==> config.mk <==
export PLATFORM = sky130hd
export DESIGN_NAME = cbg_addr_gen
export DESIGN_NICKNAME = d
export VERILOG_FILES = /design/src/rtl/cbg_pkg.sv /design/src/rtl/cbg_mode_decode.sv /design/src/rtl/cbg_advance.sv /design/src/rtl/cbg_addr_gen.sv
export SDC_FILE = /design/constraint.sdc
export NUM_CORES = 1
export LEC_CHECK = 0
export BUFFER_PORTS_ARGS = -buffer_cell sky130_fd_sc_hd__buf_2
export CAP_MARGIN = 15
export CORE_MARGIN = 8
export CORE_UTILIZATION = 32
export DETAILED_ROUTE_END_ITERATION = 10
export GPL_ROUTABILITY_DRIVEN = 0
export PLACE_DENSITY = 0.64
export SYNTH_ARGS = -nofsm -noshare
export SYNTH_HDL_FRONTEND = slang
export SYNTH_SLANG_ARGS = --single-unit
==> constraint.sdc <==
create_clock -name clk -period 3.75 [get_ports clk]
set_clock_uncertainty 0.2 [all_clocks]
set_input_delay 0.375 -clock clk [delete_from_list [all_inputs] [get_ports clk]]
set_output_delay 0.375 -clock clk [all_outputs]
set_load 0.01 [all_outputs]
==> src/rtl/cbg_pkg.sv <==
package cbg_pkg;
  typedef enum logic {
    MODE_LINEAR = 1'b0,
    MODE_CIRC   = 1'b1
  } cbg_mode_e;

  localparam logic [3:0] CODE_CIRC_SCRATCH = 4'hE;
endpackage

==> src/rtl/cbg_mode_decode.sv <==
module cbg_mode_decode
  import cbg_pkg::*;
#(
  parameter int CODE_W = 4
) (
  input  logic [CODE_W-1:0] code,
  output cbg_mode_e         mode
);
  localparam logic [CODE_W-1:0] CIRC_CODE = CODE_W'(CODE_CIRC_SCRATCH);

  always_comb begin
    if (code == CIRC_CODE) mode = MODE_CIRC;
    else                   mode = MODE_LINEAR;
  end
endmodule

==> src/rtl/cbg_advance.sv <==
module cbg_advance
  import cbg_pkg::*;
#(
  parameter int OFS_W = 16,
  parameter int INC_W = 3
) (
  input  cbg_mode_e         mode,
  input  logic [OFS_W-1:0]  ofs,
  input  logic [OFS_W-1:0]  size_m1,
  input  logic [INC_W-1:0]  incr,
  output logic [OFS_W-1:0]  nxt_ofs,
  output logic [INC_W-1:0]  len1,
  output logic              split
);
  localparam int EXT_W = OFS_W + 1;

  logic [EXT_W-1:0] remain;
  logic [EXT_W-1:0] incr_ext;
  logic [EXT_W-1:0] over;

  always_comb begin
    incr_ext = EXT_W'(incr);
    remain   = {1'b0, size_m1} - {1'b0, ofs} + EXT_W'(1);
    over     = incr_ext - remain;
    nxt_ofs  = ofs + OFS_W'(incr);
    len1     = incr;
    split    = 1'b0;
    if (mode == MODE_CIRC) begin
      if (incr_ext == remain) begin
        nxt_ofs = '0;
      end else if (incr_ext > remain) begin
        nxt_ofs = over[OFS_W-1:0];
        len1    = remain[INC_W-1:0];
        split   = 1'b1;
      end
    end
  end
endmodule

==> src/rtl/cbg_addr_gen.sv <==
module cbg_addr_gen
  import cbg_pkg::*;
#(
  parameter int CODE_W = 4,
  parameter int OFS_W  = 16,
  parameter int INC_W  = 3
) (
  input  logic              clk,
  input  logic              rst,
  input  logic              start,
  input  logic              step,
  input  logic [CODE_W-1:0] buf_code,
  input  logic [OFS_W-1:0]  start_offset,
  input  logic [OFS_W-1:0]  buf_base,
  input  logic [OFS_W-1:0]  buf_size_m1,
  input  logic [INC_W-1:0]  incr,
  output logic              acc_valid,
  output logic [OFS_W-1:0]  acc_addr,
  output logic [INC_W-1:0]  acc_len,
  output logic [INC_W-1:0]  acc_len1,
  output logic              acc_split,
  output logic [OFS_W-1:0]  acc_addr2,
  output logic [OFS_W-1:0]  end_offset,
  output logic              circ_mode
);
  cbg_mode_e        mode_d, mode_q;
  logic [OFS_W-1:0] base_q, size_q, ofs_q;
  logic [OFS_W-1:0] nxt_ofs;
  logic [INC_W-1:0] len1_d;
  logic             split_d;

  cbg_mode_decode #(.CODE_W(CODE_W)) u_dec (
    .code (buf_code),
    .mode (mode_d)
  );

  cbg_advance #(.OFS_W(OFS_W), .INC_W(INC_W)) u_adv (
    .mode    (mode_q),
    .ofs     (ofs_q),
    .size_m1 (size_q),
    .incr    (incr),
    .nxt_ofs (nxt_ofs),
    .len1    (len1_d),
    .split   (split_d)
  );

  always_ff @(posedge clk) begin
    if (rst) begin
      mode_q    <= MODE_LINEAR;
      base_q    <= '0;
      size_q    <= '0;
      ofs_q     <= '0;
      acc_valid <= 1'b0;
      acc_addr  <= '0;
      acc_len   <= '0;
      acc_len1  <= '0;
      acc_split <= 1'b0;
      acc_addr2 <= '0;
    end else if (start) begin
      mode_q    <= mode_d;
      base_q    <= (mode_d == MODE_CIRC) ? buf_base : '0;
      size_q    <= (mode_d == MODE_CIRC) ? buf_size_m1 : '0;
      ofs_q     <= start_offset;
      acc_valid <= 1'b0;
    end else if (step) begin
      acc_valid <= 1'b1;
      acc_addr  <= (mode_q == MODE_CIRC) ? (base_q + ofs_q) : ofs_q;
      acc_len   <= incr;
      acc_len1  <= len1_d;
      acc_split <= split_d;
      acc_addr2 <= split_d ? base_q : '0;
      ofs_q     <= nxt_ofs;
    end else begin
      acc_valid <= 1'b0;
    end
  end

  assign end_offset = ofs_q;
  assign circ_mode  = (mode_q == MODE_CIRC);

  a_r8_end_in_range: assert property (@(posedge clk) disable iff (rst)
    (mode_q == MODE_CIRC) |-> (ofs_q <= size_q));

  a_r9_valid_after_step: assert property (@(posedge clk) disable iff (rst)
    acc_valid |-> $past(step && !start));

  a_r7_split_circ_only: assert property (@(posedge clk) disable iff (rst)
    (acc_valid && acc_split) |-> (circ_mode && (acc_len1 < acc_len)));

  a_r10_idle_hold: assert property (@(posedge clk) disable iff (rst)
    (!start && !step) |=> $stable(ofs_q));

  a_r3_start_loads: assert property (@(posedge clk) disable iff (rst)
    start |=> (ofs_q == $past(start_offset)));
endmodule

==> results of run 1 <==
[cell families (layout without fill, tap and decap cells)]
| logic type | Yosys count | after routing | share of synthesized area |
|---|---|---|---|
| simple gates | 232 | 232 | 0.197 |
| compound gates | 201 | 201 | 0.235 |
| flops | 89 | 89 | 0.315 |
| buf+inv | 67 | 197 | 0.0455 |
| fa+ha+maj | 56 | 56 | 0.129 |
| xor+xnor | 34 | 34 | 0.0526 |
| mux | 15 | 15 | 0.0267 |
| other cells | 0 | 1 | 0 |
[stage by stage]
stage	std cells	utilization	setup WS, ns	hold slack (ns)	TNS [ns]
2_1_floorplan	694	-	0.0878	0.265	0
3_3_place_gp	1032	0.384	0.00662	0.237	0
3_5_place_dp	1032	0.384	-0.0623	0.240	-0.521
4_1_cts	1048	0.405	0.00374	0.0435	0
5_1_grt	1050	0.413	-0.0471	0.0459	-0.264
6_report	1050	0.413	0.109	0.0506	0
[state kept, by name, summed over array words and instances (netlist names)]
signal / count
acc_addr2: 16
acc_addr: 16
base_q: 16
end_offset: 16
size_q: 16
acc_len1: 3
acc_len: 3
acc_split: 1
acc_valid: 1
circ_mode: 1
[routing by layer]
metal	share of wire	global-route usage	vias to the layer above
met5	0	0	-
met4	0.022	0.0515	0
met3	0.054	0.0410	24
met2	0.47	0.256	137
met1	0.45	0.199	2619
li1	-	-	2764
[report_power, final]
group          total (mW)  internal (mW)  switching, mW
registers           0.993          0.975         0.0182
logic               0.518          0.220          0.298
clock network        1.07          0.669          0.400
[repair_timing]
item,4_1_cts,5_1_grt
endpoints found under the hold margin,0,0
gates resized for setup,3,28
setup endpoints to repair,21,36
setup buffers,0,1
hold buffers,0,0
pin swaps,1,12
[cell usage after synthesis (3+ instances only)]
master	count	area [sq um]
nand3_1	31	155
o21bai_1	3	22.5
dfxtp_1	89	1780
and3_1	3	18.8
a21o_1	16	120
a31oi_1	7	43.8
nor2b_1	7	43.8
fa_1	4	80.1
nand2b_1	10	62.6
ha_1	52	651
nor3_1	30	150
a211oi_1	13	97.6
xnor2_1	28	245
clkbuf_1	31	116
o211ai_1	3	22.5
xor2_1	6	52.6
nor4_1	3	18.8
nor3b_1	3	22.5
mux2i_1	14	140
o22ai_1	3	18.8
or3_1	7	43.8
nor2_1	76	285
o31ai_1	3	22.5
o21ai_0	23	115
o21a_1	4	30.0
o21ai_1	3	15.0
a21oi_1	67	335
nand2_1	44	165
a2111oi_2	4	60.1
nand3b_1	9	67.6
a22oi_1	32	240
inv_1	30	113
[worst max-delay path by stage]
stage	cells after the start	endpoint	slack, ns
final	16	end_offset[14]	0.11
after global routing	17	acc_len1[0]	-0.05
after CTS	15	end_offset[10]	0.004
after detailed placement	16	acc_addr2[13]	-0.06
after global placement	16	acc_addr2[11]	0.007
after floorplan	14	end_offset[10]	0.09
[worst reg2reg max path: cells and delay by family (launching register included)]
family	cells	cell delay [ns]
adders and majority gates	3	0.71
buffers and inverters	4	0.28
and+or+nand+nor	2	0.38
AOI/OAI and AO/OA	6	1.53
DFF	1	0.33
xor gates and xnor gates	1	0.10
[cell type report]
class,count,share of cell area
inverters,31,0.0166
clock buffers,11,0.0340
clock inverters,5,0.0144
well taps,225,0.0394
diodes,1,0.000350
repair buffers,150,0.122
flip-flops and latches,89,0.250
multi-input cells,538,0.524
==> results.toml, run 1 <==
[drt]
initialDrtViolationCount = 378
drtAntennaViolNets = 0
wirelength_mm = 17.8
viasPerCell = 5.28
drc = 0
vias = 5544
first_pass_iters = 5
wire_per_inst_microns = 17.0

[yosys]
synthCells = 694
synth_seq_area_share = 0.315
ys_types = 60
async_flop_share = 0
avgSynthCellArea_sq_um = 8.16
synthFlopType = "dfxtp_1"
syn-cell-area_sq_um = 5660
synth-seq-cells = 89
yosys_warnings = 0
synth_edf_count = 0
syn-num-nets = 809

[run_status]
status = "finished, final reports clean"

[power]
p_leak_nw = 3.04
cellPowerDensity_nw_per_um2 = 361
ir_worst_vdd_uv = 225
finalPower_mw = 2.58

[place]
dpl_cell_area_sq_um = 6640
post-dp-hpwl_mm = 13.0
portBuffers = 115

[die]
pin_count = 116
die_w_microns = 149
initial_utilization = 0.327
core_region_area_sq_um = 17300
row_count = 48
die_height_microns = 149
dieArea_sq_um = 22200

[worst_setup_path]
timing.rr.start = "size_q[1]"
cp_slowest_cell = "a311o_2"
critPathBufInv = 4
r2r-end = "end_offset[14]"
start_kind = "flip-flop"
path_max_fanout = 5
crit_arrival_ns = 3.69
cp_top_family = "compound AO/OA/AOI/OAI gates"
r2r_slack_ns = 0.11
end_kind = "flip-flop"
rr_worst_depth = 16
crit_start = "size_q[1]"
path_class = "reg -> reg"
path_cells = "inv_2 > ha_4 > inv_4 > ha_4 > inv_2 > fa_2 > nand2b_4 > a21o_1 > a31o_4 > o311ai_4 > xor2_1 > a311o_2 > nor3_4 > buf_12 > a21oi_4 > a2111oi_2"
critPathMaxStageDelay_ns = 0.42
critPathRequiredTime_ns = 3.80

[sta]
max_freq_ghz = 0.275
worst_pin_slew_ns = 0.948
finalHoldViolCount = 0
rsz0062_at_grt = "yes"
finalSetupViolations = 0
period_minus_slack_ns = 3.64
slew_viol_final = 0
period_share = 0.971
slew_headroom = 0.368

[cells_and_area]
multi_input_area_sq_um = 3740
nFillCells = 1804
seq_area_sq_um = 1790
layout_commonest_cell = "buf_2"
nets = 934
final_cell_mix = "buf_2 (115), dfxtp_1 (86), nor2_1 (74)"
finalInstanceArea_sq_um = 7150
drive_above_1_share = 0.242
syn_to_final_growth_pct = 26.2

[worst_hold_path]
hold-path-cell-count = 3
holdCritPathClass = "in -> reg"
holdPathEnd = "size_q[6]"
hold_path_startpoint = "buf_size_m1[6]"

[job]
maxCapViolCount = 0

[clock_tree]
root_buffer = "clkbuf_16"
clock-sinks = 89
cts.htree.levels = 3
clock_latency_ns = 0.35
clock_path_buffers = 2
cts_tree = "done"
clkTransAtPathRegs_ns = 0.07
cts_buffers = 9

[global_routing]
antenna_found_initial = 1
grt_usage = 0.157
grt_max_degree = 79
grt_pass1_vias = 5363
grt_pass1_wl_mm = 28.1
grt_overflow = 0
Note: power is estimated with default switching activity, not from simulation.
==> run 2: changes to the inputs <==
CORE_UTILIZATION = 47   (was 32)
HOLD_SLACK_MARGIN = 0.03   (was default)
PLACE_DENSITY = 0.74   (was 0.64)
==> results.toml, run 2 (synthesis results as in run 1) <==
[sta]
slew_viol_final = 0
fin_tns_setup_ns = 0
slew_headroom = 0.527
finalHoldViolCount = 0
period_share = 0.978
worst_pin_slew_ns = 0.710
max_freq_ghz = 0.273
worst_slack_ns = 0.0812
finalSetupViolations = 0
period_minus_slack_ns = 3.67

[global_routing]
grt_pass1_wl_mm = 27.8
grt_overflow = 0
antenna_found_initial = 2
grt_pass1_vias = 5508
grt_max_degree = 60
grt_usage = 0.213

[die]
dieArea_sq_um = 15800
die_w_microns = 126
row_count = 40
pin_count = 116
die_height_microns = 126
initial_utilization = 0.477
core_region_area_sq_um = 11900

[cells_and_area]
final_cell_mix = "buf_2 (115), dfxtp_1 (86), nor2_1 (74)"
multi_input_area_sq_um = 3850
nFillCells = 1052
nets = 934
drive_above_1_share = 0.250
finalInstanceArea_sq_um = 7070
seq_area_sq_um = 1790
syn_to_final_growth_pct = 25.0
layout_commonest_cell = "buf_2"

[drt]
vias = 5773
first_pass_iters = 5
drc = 0
initialDrtViolationCount = 402
viasPerCell = 5.93
drtAntennaViolNets = 0
wirelength_mm = 17.4
wire_per_inst_microns = 17.9

[clock_tree]
clock_path_buffers = 2
clock_latency_ns = 0.35
clock-sinks = 89
cts_tree = "done"
root_buffer = "clkbuf_16"
cts_buffers = 9
cts.htree.levels = 3
clkTransAtPathRegs_ns = 0.07

[power]
pwr-share-seq = 0.419
power.switching_mw = 0.710
cellPowerDensity_nw_per_um2 = 336
p_leak_nw = 3.03
clockPowerShare = 0.359
switching_share = 0.299
comb_power_share = 0.222
ir_worst_vdd_uv = 213
intPower_mw = 1.66
finalPower_mw = 2.37

[worst_setup_path]
r2r_slack_ns = 0.08
start_kind = "flip-flop"
path_max_fanout = 5
rr_worst_depth = 16
crit_arrival_ns = 3.72
timing.rr.start = "size_q[1]"
critPathRequiredTime_ns = 3.80
r2r-end = "end_offset[4]"
path_class = "reg -> reg"
crit_start = "size_q[1]"
end_kind = "flip-flop"
worstSetupEndpoint = "end_offset[4]"

[job]
maxCapViolCount = 0

[place]
dp_worst_setup_slack_ns = -0.129
portBuffers = 115
post-dp-hpwl_mm = 12.5
dpl_cell_area_sq_um = 6490

[worst_hold_path]
holdCritPathClass = "in -> reg"

[run_status]
status = "finished, final reports clean"
-- run 2: worst max-delay path, stage by stage (launching register included) --
cell       delay (ns)
dfxtp_2          0.33
inv_2            0.04
ha_4             0.23
inv_2            0.06
ha_4             0.12
inv_2            0.04
fa_2             0.39
nand2b_4         0.15
a21o_1           0.21
a31o_4           0.27
o311ai_4         0.26
xor2_1           0.10
a311o_2          0.39
nor3_4           0.21
buf_4            0.16
a21oi_4          0.10
a2111oi_4        0.31
-- run 2: worst min-delay path by stage --
stage | start | to | slack, ns | cells past startpoint
after floorplan | base_q[0] | acc_addr2[0] | 0.26 | 2
after global placement | acc_addr2[3] | acc_addr2[3] | 0.24 | 2
after detailed placement | acc_addr2[14] | acc_addr2[14] | 0.24 | 2
after CTS | buf_size_m1[12] | size_q[12] | 0.05 | 3
after global routing | buf_size_m1[15] | size_q[15] | 0.06 | 3
final | buf_base[7] | base_q[7] | 0.06 | 3
-- run 2: layout make-up --
type	count	share of cell area
multi-input combinational	538	0.544
clock inverter	4	0.00407
sequential	89	0.252
clock buffer	12	0.0348
timing repair buffer	150	0.121
inverter	31	0.0165
tap	147	0.0260
antenna	2	0.000708
-- run 2: layer usage --
metal	part of all wire	track usage	wire length [microns]	vias to the layer above
met5	0	0	0	-
met3	0.066	0.0582	1150	41
met2	0.49	0.364	8460	214
li1	-	-	-	2774
met1	0.42	0.248	7300	2744
met4	0.027	0.0821	472	0
-- run 2: through the flow --
stage | util | hold WS, ns | std cells
after floorplan | - | 0.265 | 694
after global placement | 0.547 | 0.238 | 947
after detailed placement | 0.547 | 0.243 | 947
after global routing | 0.596 | 0.0634 | 973
final | 0.596 | 0.0566 | 973
after CTS | 0.574 | 0.0533 | 964
-- run 2: repair_timing --
item	CTS	global route
setup buffers	1	6
gates resized for setup	8	41
setup endpoints to repair	25	36
hold endpoints to repair	0	0
pin swaps	3	17
hold buffers	0	0
gates cloned	0	1
-- run 2: power groups by stage --
stage	Combinational, mW	Sequential, mW	Clock [mW]
floorplan	0.296	1.03	0
global placement	0.463	1.01	0
detailed placement	0.477	1.01	0
CTS	0.490	0.993	0.866
global route	0.578	0.997	0.901
finish	0.528	0.994	0.853
